$ cat src/rtl/hdlc_tx_pkg.sv
package hdlc_tx_pkg;

    localparam logic [7:0]  FLAG_OCTET     = 8'h7E;
    localparam logic [15:0] CRC_POLY_REFL  = 16'h8408;
    localparam logic [15:0] CRC_PRESET     = 16'hFFFF;
    localparam int          STUFF_RUN      = 5;

    typedef enum logic [1:0] {
        OCT_FLAG,
        OCT_DATA,
        OCT_FCS_LO,
        OCT_FCS_HI
    } oct_kind_e;

    typedef struct packed {
        logic       eom;
        logic [7:0] data;
    } fifo_word_t;

    // Reflected CRC-16 update over one byte, least significant bit first.
    function automatic logic [15:0] crc_byte(input logic [15:0] c, input logic [7:0] d);
        logic [15:0] r;
        r = c;
        for (int i = 0; i < 8; i++) begin
            if (r[0] ^ d[i]) r = (r >> 1) ^ CRC_POLY_REFL;
            else             r = r >> 1;
        end
        return r;
    endfunction

endpackage

$ cat src/rtl/hdlc_tx_fifo.sv
module hdlc_tx_fifo
    import hdlc_tx_pkg::*;
#(
    parameter int DEPTH = 16,
    parameter int LVL_W = $clog2(DEPTH + 1)
) (
    input  logic             clk,
    input  logic             rst,
    input  logic             flush,
    input  logic             wr_en,
    input  fifo_word_t       wr_word,
    input  logic             rd_en,
    output fifo_word_t       rd_word,
    output logic             empty,
    output logic [LVL_W-1:0] level,
    output logic             overflow
);
    localparam int PTR_W = (DEPTH > 1) ? $clog2(DEPTH) : 1;

    fifo_word_t       mem [DEPTH];
    logic [PTR_W-1:0] wp, rp;
    logic             full, do_wr, do_rd;

    function automatic logic [PTR_W-1:0] bump(input logic [PTR_W-1:0] p);
        return (p == PTR_W'(DEPTH - 1)) ? '0 : p + 1'b1;
    endfunction

    always_comb begin
        full    = (level == LVL_W'(DEPTH));
        empty   = (level == '0);
        do_wr   = wr_en && !full;
        do_rd   = rd_en && !empty;
        rd_word = mem[rp];
    end

    always_ff @(posedge clk) begin
        if (do_wr && !flush && !rst) mem[wp] <= wr_word;
    end

    always_ff @(posedge clk) begin
        if (rst || flush) begin
            wp       <= '0;
            rp       <= '0;
            level    <= '0;
            overflow <= 1'b0;
        end else begin
            if (do_wr) wp <= bump(wp);
            if (do_rd) rp <= bump(rp);
            case ({do_wr, do_rd})
                2'b10:   level <= level + 1'b1;
                2'b01:   level <= level - 1'b1;
                default: level <= level;
            endcase
            if (wr_en && full) overflow <= 1'b1;
        end
    end

endmodule

$ cat src/rtl/hdlc_tx_ser.sv
module hdlc_tx_ser
    import hdlc_tx_pkg::*;
(
    input  logic       clk,
    input  logic       rst,
    input  logic       run,
    input  logic       stb,
    input  fifo_word_t head,
    input  logic       empty,
    output logic       pop,
    output logic       tx_bit
);
    logic [7:0]  sh;
    logic [2:0]  bit_idx;
    oct_kind_e   kind;
    logic [15:0] crc;
    logic        last_eom;
    logic [2:0]  ones;
    logic        stuff_pend;
    logic        oct_end, stuffable;

    always_comb begin
        tx_bit    = stuff_pend ? 1'b0 : sh[0];
        stuffable = (kind != OCT_FLAG);
        oct_end   = stb && !stuff_pend && (bit_idx == 3'd7);
        pop       = oct_end && !empty &&
                    ((kind == OCT_FLAG) || ((kind == OCT_DATA) && !last_eom));
    end

    always_ff @(posedge clk) begin
        if (rst || !run) begin
            sh         <= FLAG_OCTET;
            bit_idx    <= '0;
            kind       <= OCT_FLAG;
            crc        <= CRC_PRESET;
            last_eom   <= 1'b0;
            ones       <= '0;
            stuff_pend <= 1'b0;
        end else if (stb) begin
            if (stuff_pend) begin
                stuff_pend <= 1'b0;
            end else begin
                if (stuffable && sh[0]) begin
                    if (ones == 3'(STUFF_RUN - 1)) begin
                        stuff_pend <= 1'b1;
                        ones       <= '0;
                    end else begin
                        ones <= ones + 1'b1;
                    end
                end else begin
                    ones <= '0;
                end
                if (bit_idx == 3'd7) begin
                    bit_idx <= '0;
                    case (kind)
                        OCT_FLAG: begin
                            if (!empty) begin
                                sh       <= head.data;
                                kind     <= OCT_DATA;
                                crc      <= crc_byte(CRC_PRESET, head.data);
                                last_eom <= head.eom;
                            end else begin
                                sh <= FLAG_OCTET;
                            end
                        end
                        OCT_DATA: begin
                            if (!last_eom && !empty) begin
                                sh       <= head.data;
                                crc      <= crc_byte(crc, head.data);
                                last_eom <= head.eom;
                            end else begin
                                sh   <= ~crc[7:0];
                                kind <= OCT_FCS_LO;
                            end
                        end
                        OCT_FCS_LO: begin
                            sh   <= ~crc[15:8];
                            kind <= OCT_FCS_HI;
                        end
                        default: begin
                            sh   <= FLAG_OCTET;
                            kind <= OCT_FLAG;
                        end
                    endcase
                end else begin
                    sh      <= sh >> 1;
                    bit_idx <= bit_idx + 1'b1;
                end
            end
        end
    end

endmodule

$ cat src/rtl/hdlc_link_tx.sv
module hdlc_link_tx
    import hdlc_tx_pkg::*;
#(
    parameter int FIFO_DEPTH = 16,
    parameter int LOW_MARK   = 4,
    parameter int LVL_W      = $clog2(FIFO_DEPTH + 1)
) (
    input  logic             clk,
    input  logic             rst,
    input  logic             enable,
    input  logic             alt_sel,
    input  logic             ext_bit,
    input  logic             stuff_bit,
    input  logic             slot_stb,
    input  logic             wr_en,
    input  logic [7:0]       wr_data,
    input  logic             wr_eom,
    output logic             slot_bit,
    output logic             irq_low,
    output logic             ovf_flag,
    output logic [LVL_W-1:0] fifo_level
);
    fifo_word_t in_word, head;
    logic       empty, pop, ser_bit;

    assign in_word = '{eom: wr_eom, data: wr_data};

    hdlc_tx_fifo #(.DEPTH(FIFO_DEPTH), .LVL_W(LVL_W)) u_fifo (
        .clk      (clk),
        .rst      (rst),
        .flush    (!enable),
        .wr_en    (wr_en && enable),
        .wr_word  (in_word),
        .rd_en    (pop),
        .rd_word  (head),
        .empty    (empty),
        .level    (fifo_level),
        .overflow (ovf_flag)
    );

    hdlc_tx_ser u_ser (
        .clk    (clk),
        .rst    (rst),
        .run    (enable),
        .stb    (slot_stb),
        .head   (head),
        .empty  (empty),
        .pop    (pop),
        .tx_bit (ser_bit)
    );

    always_comb begin
        if (enable)       slot_bit = ser_bit;
        else if (alt_sel) slot_bit = stuff_bit;
        else              slot_bit = ext_bit;
        irq_low = enable && (fifo_level < LVL_W'(LOW_MARK));
    end

endmodule

$ cat config.mk
export PLATFORM = sky130hd
export DESIGN_NAME = hdlc_link_tx
export DESIGN_NICKNAME = d
export VERILOG_FILES = /design/src/rtl/hdlc_tx_pkg.sv /design/src/rtl/hdlc_tx_fifo.sv /design/src/rtl/hdlc_tx_ser.sv /design/src/rtl/hdlc_link_tx.sv
export SDC_FILE = /design/constraint.sdc
export NUM_CORES = 1
export LEC_CHECK = 0
export ABC_AREA = 1
export BUFFER_PORTS_ARGS = -buffer_cell sky130_fd_sc_hd__buf_2
export CORE_UTILIZATION = 56
export DETAILED_ROUTE_END_ITERATION = 8
export PLACE_DENSITY = 0.76
export SLEW_MARGIN = 10
export SYNTH_ARGS = -nofsm -noshare
export SYNTH_HDL_FRONTEND = slang
export SYNTH_HIERARCHICAL = 1
export SYNTH_SLANG_ARGS = --single-unit
$ cat constraint.sdc
create_clock -name clk -period 2.86 [get_ports clk]
set_clock_uncertainty 0.2 [all_clocks]
set_input_delay 0.715 -clock clk [delete_from_list [all_inputs] [get_ports clk]]
set_output_delay 0.715 -clock clk [all_outputs]
set_load 0.02 [all_outputs]
# Yosys cells after proc, flatten, opt, wreduce, memory -nomap -nowiden
# Memories as Yosys holds them, arrays and structs flattened. A register that Yosys moved wholly into a read port is not among the register bits.
# Cells that the tools add are included.
[word_totals]
register_bits = 48
ramBits = 144
out_inout_bits = 8
n_memories = 1
[classes]
addsub = 6
order_cmp = 1
eq_ne = 12
n_mux = 129
bitwise = 33
reduce_logical = 30
[memory_table]
columns = ["memory", "words", "width", "rd", "rd_ports_with_merged_regs", "wr", "line_no", "source"]
rows = [
  ["u_fifo.mem", 16, 9, 1, 1, 1, "hdlc_tx_fifo.sv:20", "fifo_word_t mem [DEPTH];"],
]
[ops]
columns = ["operator", "n"]
rows = [
  ["$mux 16", 102],
  ["$not 2->3", 15],
  ["$pmux 16 s2", 1],
  ["$mux 8", 3],
  ["$pmux 8 s3", 1],
  ["$mux 4", 4],
  ["$not 8->8", 2],
  ["$xor 1x1->1", 15],
  ["$logic_and 1x1->1", 14],
  ["$mux 1", 10],
  ["$pmux 5 s2", 1],
  ["$mux 3", 3],
  ["$add 4x1->4 const B", 2],
  ["$eq 4x4->1 const B", 2],
  ["$add 3x1->3 const B", 2],
  ["$eq 3x3->1 const B", 2],
  ["$logic_not 1->1", 6],
  ["$ne 2x2->1 const B", 3],
  ["$pmux 2 s3", 1],
  ["$reduce_and 6->1", 1],
  ["$reduce_bool 2->1", 3],
  ["$add 5x1->5 const B", 1],
  ["$eq 5x5->1 const B", 1],
  ["$logic_not 5->1", 1],
  ["other kinds (11)", 15],
]

# Depth between registers and ports, before layout
# Gate-level depths: netlist of run 1.
[depth]
ltp_word = 61
ltp_mapped = 24

# By module
# Netlist of run 1, hierarchy kept.
[by_module_without_submodules]
columns = ["module", "instances", "cells_each", "area_each_um2"]
rows = [
  ["hdlc_tx_fifo", 1, 610, 6994.2],
  ["hdlc_tx_ser", 1, 372, 2379.8],
  ["hdlc_link_tx", 1, 14, 60.1],
]

# Least setup slack after synthesis of run 1
# Ideal clock, no wire load.
[synth_path]
path_type = "register -> register"
start = "register u_fifo.level[3]"
end = "register u_fifo.level[2]"
setup_time_ps = 115
arrival_time_ps = 2694
t_required_ps = 2545
slack_ps = -149
stages_incl_launch_ff = 22
path_buffers = 2
cell_sequence = "dfxtp_1 nor2_2 nand4_1 inv_1 buf_6 nor2_4 nand2_4 o21ai_0 and3_1 nand2_1 inv_1 ha_1 buf_2 nand2_1 inv_1 nor2_1 ha_1 inv_1 nand2_1 xor2_1 o21ai_0 inv_1"
[synth_between]
elab_chain_len = 7
[synth_rtl]
columns = ["element", "line_no", "source"]
rows = [
  ["start: declaration", "hdlc_tx_fifo.sv:15", "output logic [LVL_W-1:0] level,"],
  ["start signal: assignment", "hdlc_tx_fifo.sv:50", "2'b10: level <= level + 1'b1;"],
  ["start signal: assignment", "hdlc_tx_fifo.sv:51", "2'b01: level <= level - 1'b1;"],
  ["start signal: assignment", "hdlc_tx_fifo.sv:52", "default: level <= level;"],
  ["$logic_not 5->1 (*)", "hdlc_tx_fifo.sv:30", "empty = (level == '0);"],
  ["named net empty", "hdlc_link_tx.sv:24", "logic empty, pop, ser_bit;"],
  ["$logic_not 1->1 (*)", "hdlc_tx_ser.sv:26", "pop = oct_end && !empty &&"],
  ["$logic_and 1x1->1 (*) (2 in a row)", "hdlc_tx_ser.sv:26", ""],
  ["named net pop", "hdlc_link_tx.sv:24", ""],
  ["$logic_and 1x1->1 (*)", "hdlc_tx_fifo.sv:32", "do_rd = rd_en && !empty;"],
  ["$eq 2x1->1 / $eq 2x2->1 (equally long branches)", "hdlc_tx_fifo.sv:49", "case ({do_wr, do_rd})"],
  ["$pmux 5 s2 / $reduce_bool 2->1 (equally long branches)", "n/a", ""],
]
# The timed path passes the listed nets; every way through them passes the cells marked *.
# A chain may end at the register's enable or synchronous reset.

==> results of run 1 <==
## per-layer routing
metal  up-vias  GRT usage, %
met5         -             0
met4         0          10.7
met3        42          3.23
met2       275          40.0
met1      3415          35.5
li1       3462             -
## cells in the final DEF, fill, tap and decap left out, types with 10 or more instances in the layout
master,netlist,final
a21oi_1,80,80
buf_2,21,24
buf_4,2,51
clkbuf_16,0,17
dfxtp_1,52,45
edfxtp_1,144,144
ha_1,16,15
inv_1,146,144
nand2_1,192,192
nand3_1,114,114
nor2_1,43,42
o211ai_1,23,23
o211ai_2,19,19
o21ai_0,67,66
xor2_1,10,10
## timing repair
item / CTS / global route
buffers inserted: 0 / 1
gates resized for setup: 0 / 5
endpoints found under the setup margin: 0 / 12
## area by class of cell
class | count | share of cell area (%)
tap | 220 | 2.58
inverter | 153 | 5.44
timing repair buffer | 79 | 5.54
multi-input combinational | 602 | 30.0
clock buffer | 17 | 3.99
sequential | 196 | 50.5
clock inverter | 15 | 1.89
## worst register-to-register path, cell delays in order (launching register included)
cell and delay [ns]:
dfxtp_2 0.47, buf_12 0.26, buf_4 0.17, a21oi_1 0.04, o21ai_0 0.11, nand3_1 0.13
nand3_1 0.10, nand2_1 0.19, inv_1 0.21, nand2_1 0.07, nand2_1 0.11, inv_1 0.09
nand2_1 0.13, nand3_1 0.11, nand3_1 0.09, o211ai_1 0.08
## power breakdown
group	internal [mW]	total [mW]	switching, mW
logic	0.0584	0.199	0.141
clock network	1.35	2.51	1.16
registers	3.05	3.06	0.00784
## state kept, by name, summed over array words and instances (netlist names), 2 cells and up, named ones only
signal,count
u_fifo/mem,144
u_ser/crc,16
u_ser/sh,8
u_fifo/level,5
u_fifo/rp,4
u_fifo/wp,4
u_ser/bit_idx,3
u_ser/ones,3
u_ser/kind,2
## metrics by stage
step           hold WS [ns]  instances  setup WS, ns
3_3_place_gp          0.248       1249         0.224
5_1_grt               0.298       1282       -0.0203
4_1_cts               0.274       1281        0.0487
3_5_place_dp          0.261       1249        0.0992
6_report              0.273       1282         0.174
2_1_floorplan         0.237        996        0.0103
## worst max path at each step
stage	endpoint	cells past startpoint	slack, ns
after global placement	u_fifo/level[4]	18	0.22
after global routing	u_fifo/level[4]	22	-0.02
after floorplan	u_fifo/level[2]	21	0.01
after detailed placement	u_fifo/level[4]	21	0.1
after CTS	u_fifo/level[4]	21	0.05
final	u_ser/crc[14]	15	0.17
## kinds of logic (layout without fill, tap and decap cells)
group / count (synthesis) / in the layout / share of synthesized area (%)
DFF: 196 / 196 / 56.9
and+or+nand+nor: 372 / 372 / 17.3
AOI/OAI and AO/OA: 195 / 195 / 12.7
buffers and inverters: 198 / 264 / 9.30
adders and majority gates: 16 / 16 / 2.12
xor gates and xnor gates: 19 / 19 / 1.76
==> impl_metrics.csv, run 1 <==
group,metric,value,unit
run_status,status,"finished clean",
cells_and_area,design_area,10700,µm²
die,die_h,132,µm
worst_hold_path,hold_path_end,"u_ser/sh[7]",
clock_network,ctsLongestPathBuffers,2,
pwr,finalPower,5.77,mW
die,dieArea,17400,µm²
clock_network,ctsRootBufferMaster,"clkbuf_16",
route,initialDrtViolationCount,751,
route,route.met3.wl,1410,µm
setup_path,crit_buf_inv,4,
logic_synthesis,ys_ff_latch,196,
global_route,antenna_found_initial,0,
sta,fin_crit_sh,93.9,%
global_route,grt_pass1_vias,6666,
route,first_pass_iters,7,
clock_network,holdBufCountCts,0,
die,coreArea,16500,µm²
logic_synthesis,syn_nets,1029,
pwr,p_leak,4.31,nW
setup_path,crit_chain,"buf_12 -> buf_4 -> a21oi_1 -> o21ai_0 -> nand3_1 -> nand3_1 -> nand2_1 -> inv_1 -> nand2_1 -> nand2_1 -> inv_1 -> nand2_1 -> nand3_1 -> nand3_1 -> o211ai_1",
worst_hold_path,holdPathStages,2,
sta,relSlewSlack,50.8,%
cells_and_area,syn_to_final_growth,13.0,%
pwr,powerDensity,541,nW/µm²
logic_synthesis,yosysMostFrequentCell,"nand2_1",
die,io_pins,25,
global_route,grt_max_degree,48,
worst_hold_path,min_path_type,"reg2reg",
logic_synthesis,synth.top_cell.area_share,45.8,%
global_route,grt_pass1_wl,34100,µm
setup_path,slowest_stage,"dfxtp_2",
pwr,worst_ir_drop_vdd,431,µV
route,wl_per_cell,16.5,µm
setup_path,cp_data_arrival_time,2.80,ns
route,wl_met1,9230,µm
place,placed_cell_area,9990,µm²
cells_and_area,multi_input_area,3200,µm²
clock_network,htree_levels,4,
setup_path,cp_max_fo,37,
sta,slew_violations,0,
clock_network,clock_sink_count,196,
sta,min_period,2.69,ns
logic_synthesis,yosysUniqueCellTypes,37,
route,highest_layer,"met4",
job,drv_cap,0,
logic_synthesis,synth_warnings,6,
setup_path,timing.rr.end,"u_ser/crc[14]",
place,portBuffers,24,
setup_path,crit_type,"reg2reg",
logic_synthesis,synthTopCellsByCount,"nand2_1, inv_1, edfxtp_1",
sta,fin_tns_setup,0,ns
die,die_w,132,µm
logic_synthesis,syn_area_per_cell,9.47,µm²
route,wirelength,21200,µm
route,drt.antenna.violating_nets,0,
clock_network,path_clk_slew,0.07,ns
clock_network,clk_latency,0.43,ns
die,num_rows,47,
place,gp_congestion,0.877,
setup_path,crit_family,"simple AND/OR/NAND/NOR gates",
logic_synthesis,yosys-top-cells-area,"edfxtp_1, dfxtp_1, nand2_1",
route,route.vias.total,7194,
sta,timing.fmax,0.372,GHz
route,met2_length,10100,µm
logic_synthesis,synth-main-ff-cell,"edfxtp_1",
route,drc_errors,0,
global_route,grt_overflow_total,0,
place,hpwl,13800,µm
clock_network,cts_buffers,17,
setup_path,slowest_delay,0.47,ns
setup_path,worstPathRequired,2.97,ns
cells_and_area,fillers,1254,
cells_and_area,final_core_util,64.5,%
logic_synthesis,synth_cells,996,
setup_path,worstSetupEndpointType,"register",
sta,rsz0062_at_grt,"true",
logic_synthesis,synth.yosys.seq_area_share,56.9,%
logic_synthesis,synth_edf_count,144,
worst_hold_path,min_from,"u_ser/sh[7]",
setup_path,r2r_cells,15,
cells_and_area,nNetsFinal,1082,
sta,tightestPinTransition,0.737,ns
logic_synthesis,yosysTopAreaCell,"edfxtp_1",
logic_synthesis,async_flop_share,0,%
logic_synthesis,syn_area,9430,µm²
sta,setup_violations,0,
global_route,grtUsageTotal,25.3,%
route,via_per_inst,5.61,
sta,hold_violations,0,
setup_path,regToRegSetupSlack,0.17,ns
clock_network,cts_tree,"yes",
cells_and_area,drive_above_1_share,14.7,%
die,initial_core_util,57.1,%
cells_and_area,seqCellArea,5380,µm²
cells_and_area,diodes,0,
setup_path,cp-start-kind,"register",
Note: power is estimated with default switching activity, not from simulation.
==> run 2: changes to the inputs <==
- CORE_MARGIN: unset -> 2
==> impl_metrics.csv, run 2 (synthesis results as in run 1) <==
group,metric,value,unit
run_status,status,"finished clean",
sta,timing.fmax,0.369,GHz
worst_hold_path,hold_path_end,"u_ser/sh[7]",
sta,slew_violations,0,
clock_network,clk_latency,0.43,ns
worst_hold_path,min_from,"u_ser/sh[7]",
pwr,finalPower,5.66,mW
clock_network,htree_levels,4,
setup_path,r2r_cells,22,
global_route,grt_overflow_total,0,
die,num_rows,47,
sta,tightestPinTransition,0.759,ns
clock_network,path_clk_slew,0.07,ns
global_route,grt_pass1_vias,6445,
setup_path,timing.rr.end,"u_fifo/level[4]",
sta,rsz0062_at_grt,"true",
die,die_w,134,µm
cells_and_area,design_area,10600,µm²
clock_network,clock_sink_count,196,
setup_path,cp-start-kind,"register",
pwr,seqPwrFrac,54.0,%
pwr,powerDensity,534,nW/µm²
clock_network,ctsRootBufferMaster,"clkbuf_16",
setup_path,slowest_delay,0.39,ns
setup_path,startpoint,"u_fifo/level[3]",
setup_path,reg2reg_from,"u_fifo/level[3]",
die,die_h,134,µm
global_route,grt_pass1_wl,32400,µm
sta,fin_crit_sh,94.8,%
clock_network,cts_tree,"yes",
cells_and_area,drive_above_1_share,14.0,%
place,portBuffers,24,
setup_path,worstSetupEndpointType,"register",
sta,relSlewSlack,49.3,%
cells_and_area,largest_reg_flops,144,
cells_and_area,top_regs,"u_fifo/mem (144), u_ser/crc (16), u_ser/sh (8)",
cells_and_area,nNetsFinal,1075,
sta,min_period,2.71,ns
clock_network,ctsLongestPathBuffers,2,
place,hpwl,13400,µm
die,io_pins,25,
route,initialDrtViolationCount,715,
sta,setup_violations,0,
route,route.vias.total,7037,
clock_network,cts_buffers,17,
route,drc_errors,0,
cells_and_area,syn_to_final_growth,12.2,%
route,wirelength,20400,µm
setup_path,crit_chain,"nor2_4 -> nand4_1 -> inv_2 -> nor2_4 -> nand2_4 -> o21ai_0 -> and3_1 -> nand2_1 -> inv_2 -> ha_2 -> nand2_1 -> inv_1 -> nor2_2 -> ha_1 -> inv_1 -> nand2_1 -> nand3_1 -> nand2_1 -> nand2_1 -> nand3_1 -> nand2_1 -> inv_1",
place,placed_cell_area,9940,µm²
sta,fin_tns_setup,0,ns
cells_and_area,layout_commonest_cell,"nand2_1",
sta,hold_ws,0.261,ns
global_route,grtUsageTotal,23.1,%
pwr,pwr-share-comb,3.5,%
global_route,grt_max_degree,59,
route,drt.antenna.violating_nets,0,
pwr,p_leak,4.25,nW
pwr,clkPwrFrac,42.4,%
die,initial_core_util,57.1,%
route,first_pass_iters,8,
route,wl_per_cell,16.0,µm
pwr,worst_ir_drop_vdd,429,µV
die,dieArea,17900,µm²
worst_hold_path,holdPathStages,2,
cells_and_area,top_register,"u_fifo/mem",
setup_path,cp_common_cell,"nand2_1",
setup_path,crit_buf_inv,5,
route,via_per_inst,5.52,
setup_path,cp_max_fo,6,
setup_path,crit_type,"reg2reg",
setup_path,cp_data_arrival_time,2.84,ns
cells_and_area,final_cell_mix,"nand2_1, inv_1, edfxtp_1",
cells_and_area,diodes,0,
setup_path,slowest_stage,"dfxtp_4",
place,gp_congestion,0.884,
pwr,intPower,4.37,mW
setup_path,regToRegSetupSlack,0.15,ns
setup_path,crit_family,"simple AND/OR/NAND/NOR gates",
pwr,switching_power,1.29,mW
job,drv_cap,0,
pwr,sw_frac_of_total,22.8,%
sta,hold_violations,0,
setup_path,worstPathRequired,2.99,ns
global_route,antenna_found_initial,0,
die,coreArea,16500,µm²
worst_hold_path,min_path_type,"reg2reg",
## run 2: changes by cell type in the layout (fill, tap and decap cells not counted), moves of 2 or more
cell | previous run | this run
buf_4 | 51 | 43
clkinv_4 | 3 | 1
clkinv_8 | 2 | 4
inv_8 | 5 | 3
## run 2: power by group through the flow
stage / Combinational [mW] / Sequential [mW] / Clock [mW]
global placement: 0.190 / 3.12 / 0
global route: 0.219 / 3.06 / 2.54
detailed placement: 0.193 / 3.12 / 0
floorplan: 0.105 / 3.13 / 0
finish: 0.199 / 3.06 / 2.40
CTS: 0.196 / 3.06 / 2.43
## run 2: cell type report
cell class | instances | area (µm²)
inverter | 153 | 579
clock buffer | 18 | 429
tap | 220 | 275
multi-input combinational | 602 | 3200
fill | 1260 | 5940
sequential | 196 | 5380
timing repair buffer | 72 | 538
clock inverter | 14 | 180
## run 2: per-layer routing
layer | global-route usage [%] | share of wire [%] | routed length [µm]
met1 | 32.4 | 44 | 9000
met2 | 37.4 | 47 | 9610
met3 | 3.82 | 6.8 | 1390
met4 | 6.62 | 1.7 | 353
met5 | 0 | 0 | 0
## run 2: per-stage QoR
| step | worst slack (ns) | std cells | utilization (%) |
|---|---|---|---|
| floorplan | 0.0103 | 996 | - |
| global placement | 0.194 | 1240 | 60.1 |
| detailed placement | 0.110 | 1240 | 60.1 |
| CTS | 0.0708 | 1272 | 63.8 |
| global route | -0.0423 | 1275 | 64.1 |
| finish | 0.148 | 1275 | 64.1 |
## run 2: how the worst max path moves through the flow
stage	to	cells after the start
3_5_place_dp	u_fifo/level[4]	21
4_1_cts	u_fifo/level[4]	22
5_1_grt	u_fifo/level[4]	21
3_3_place_gp	u_fifo/level[4]	21
6_report	u_fifo/level[4]	22
2_1_floorplan	u_fifo/level[2]	21
## run 2: tightest hold or removal path, cell delays in order, from the launching register on
cell and delay [ns]:
dfxtp_1 0.31, nand2_1 0.06, a21oi_1 0.05
## run 2: what timing repair did
action / 4_1_cts / 5_1_grt
buffers inserted: 0 / 3
hold buffers: 0 / 0
gates resized for setup: 0 / 4
endpoints found under the setup margin: 0 / 9
hold endpoints to repair: 0 / 0
==> run 3: changes to the inputs <==
- ABC_AREA: 1 -> 0
- CORE_MARGIN: 2 -> 8
- HOLD_SLACK_MARGIN: unset -> 0.1
==> impl_metrics.csv, run 3 <==
group,metric,value,unit
route,via_per_inst,6.01,
clock_network,cts_buffers,17,
logic_synthesis,synth.top_cell.area_share,48.9,%
logic_synthesis,ys_ff_latch,196,
clock_network,ctsLongestPathBuffers,2,
cells_and_area,diodes,0,
logic_synthesis,syn_area,8830,µm²
global_route,use_met1,21.5,%
pwr,sw_frac_of_total,21.8,%
sta,rsz0062_at_grt,"true",
sta,timing.fmax,0.348,GHz
logic_synthesis,synth_cells,604,
pwr,intPower,4.35,mW
clock_network,clk_latency,0.44,ns
cells_and_area,final_core_util,65.7,%
sta,fin_tns_setup,-0.0213,ns
setup_path,reg2reg_from,"u_fifo/level[2]",
setup_path,crit_type,"reg2reg",
global_route,grt_overflow_total,0,
route,drc_errors,0,
place,portBuffers,24,
pwr,pwr-share-comb,2.7,%
route,route.vias.total,5424,
setup_path,cp-start-kind,"register",
sta,hold_violations,0,
sta,worst_slack,-0.0170,ns
clock_network,ctsRootBufferMaster,"clkbuf_16",
place,dp_cells,858,
run_status,status,"complete, but fails checks",
die,die_w,142,µm
logic_synthesis,yosysTopAreaCell,"edfxtp_1",
sta,min_period,2.88,ns
cells_and_area,largest_reg_flops,144,
worst_hold_path,min_path_type,"reg2reg",
sta,tightestPinTransition,0.651,ns
global_route,grt_pass1_wl,28200,µm
clock_network,path_clk_slew,0.07,ns
route,drt.antenna.violating_nets,0,
job,drv_cap,0,
route,first_pass_iters,5,
pwr,switching_power,1.21,mW
route,wl_per_cell,20.7,µm
logic_synthesis,synth_edf_count,144,
cells_and_area,seqCellArea,5380,µm²
logic_synthesis,synth-main-ff-cell,"edfxtp_1",
run_status,violations,"negative setup slack",
logic_synthesis,async_flop_share,0,%
pwr,finalPower,5.56,mW
setup_path,cp_data_arrival_time,3.03,ns
setup_path,timing.rr.end,"u_fifo/level[2]",
cells_and_area,multi_input_area,3290,µm²
place,gp_congestion,0.895,
cells_and_area,layoutNonFillerInstCount,903,
place,hpwl,12300,µm
route,initialDrtViolationCount,510,
cells_and_area,layout_commonest_cell,"edfxtp_1",
cells_and_area,top_register,"u_fifo/mem",
die,coreArea,15700,µm²
setup_path,worstPathRequired,3.02,ns
logic_synthesis,syn_nets,637,
logic_synthesis,synthTopCellsByCount,"edfxtp_1, dfxtp_1, nand2_1",
global_route,grt_max_degree,37,
cells_and_area,drive_above_1_share,26.2,%
pwr,p_leak,3.61,nW
pwr,worst_ir_drop_vdd,660,µV
logic_synthesis,yosys-top-cells-area,"edfxtp_1, dfxtp_1, mux4_1",
clock_network,clock_sink_count,196,
global_route,grt_busiest_layer,"met2",
logic_synthesis,synth_warnings,6,
pwr,powerDensity,541,nW/µm²
clock_network,htree_levels,4,
worst_hold_path,hold_path_end,"u_ser/bit_idx[1]",
setup_path,cp_max_fo,3,
logic_synthesis,yosysUniqueCellTypes,56,
clock_network,holdBufCountCts,0,
global_route,met2_usage,32.7,%
cells_and_area,design_area,10300,µm²
route,wirelength,18700,µm
cells_and_area,syn_to_final_growth,16.4,%
logic_synthesis,synth.yosys.seq_area_share,60.7,%
sta,slew_violations,0,
place,place_ws,-0.0274,ns
die,die_h,142,µm
setup_path,worstSetupEndpointType,"register",
die,num_rows,46,
pwr,seqPwrFrac,54.9,%
global_route,grt_util_met3,3.76,%
cells_and_area,nNetsFinal,708,
setup_path,r2r_cells,13,
cells_and_area,fillers,1079,
setup_path,regToRegSetupSlack,-0.02,ns
logic_synthesis,syn_area_per_cell,14.6,µm²
sta,relSlewSlack,56.6,%
global_route,grt_pass1_vias,5318,
place,placed_cell_area,9520,µm²
worst_hold_path,min_from,"u_ser/bit_idx[1]",
worst_hold_path,holdPathStages,2,
cells_and_area,top_regs,"u_fifo/mem (144), u_ser/crc (16), u_ser/sh (8)",
die,initial_core_util,56.4,%
global_route,grtUsageTotal,18.7,%
sta,setup_violations,2,
die,io_pins,25,
pwr,clkPwrFrac,42.4,%
sta,fin_crit_sh,101,%
global_route,antenna_found_initial,1,
sta,hold_ws,0.265,ns
clock_network,cts_tree,"yes",
cells_and_area,final_cell_mix,"edfxtp_1, buf_4, nand2_1",
logic_synthesis,yosysMostFrequentCell,"edfxtp_1",
die,dieArea,20100,µm²
run 3: timing repair:
| action | 4_1_cts | 5_1_grt |
|---|---|---|
| resized for setup | 3 | 21 |
| endpoints found under the setup margin | 5 | 18 |
| gates cloned | 0 | 2 |
| hold endpoints to repair | 0 | 0 |
| buffers inserted | 1 | 11 |
| pin swaps | 3 | 9 |
run 3: power by group through the flow:
| stage | sequential (mW) | combinational [mW] | clock, mW |
|---|---|---|---|
| 6_report | 3.05 | 0.151 | 2.36 |
| 5_1_grt | 3.05 | 0.165 | 2.49 |
| 4_1_cts | 3.05 | 0.146 | 2.39 |
| 3_5_place_dp | 3.12 | 0.144 | 0 |
| 3_3_place_gp | 3.12 | 0.137 | 0 |
| 2_1_floorplan | 3.12 | 0.0722 | 0 |
run 3: final cells by class:
type                       count  share of cell area [%]
clock buffer                  17                    4.14
clock inverter                14                    1.57
multi-input combinational    356                    32.0
inverter                      14                   0.511
timing repair buffer          90                    6.85
sequential                   196                    52.3
tap                          216                    2.63
run 3: worst max path at each step:
stage | from | cells after the start | to | slack [ns]
3_5_place_dp | enable | 9 | u_fifo/level[3] | -0.03
4_1_cts | register | 8 | u_ser/sh[5] | 0.002
5_1_grt | u_fifo/level[2] | 13 | u_fifo/level[2] | -0.12
2_1_floorplan | u_fifo/level[2] | 15 | u_fifo/level[2] | -0.26
3_3_place_gp | register | 8 | u_ser/crc[9] | 0.06
6_report | u_fifo/level[2] | 13 | u_fifo/level[2] | -0.02
run 3: critical path, cell delays in order, from the launching register on:
cell and delay (ns):
dfxtp_4 0.34, or4_4 0.55, nor2_4 0.13, inv_2 0.04, o2111a_1 0.14, o21ai_2 0.09, inv_2 0.07, ha_4 0.16
xor2_1 0.18, ha_2 0.24, a21oi_2 0.05, xor2_1 0.14, or3_1 0.30, a21oi_1 0.15
run 3: layer usage:
layer | vias up | share of wire [%]
met4 | 2 | 2.9
met1 | 2689 | 39
li1 | 2461 | -
met5 | - | 0.069
met3 | 44 | 6.1
met2 | 228 | 52
run 3: cells by family after synthesis:
logic type / after synthesis / synth area share (%)
simple gates: 135 / 7.48
flops: 196 / 60.7
compound gates: 108 / 7.75
mux: 55 / 14.0
xor+xnor: 42 / 4.96
fa+ha+maj: 16 / 2.27
buf+inv: 52 / 2.83
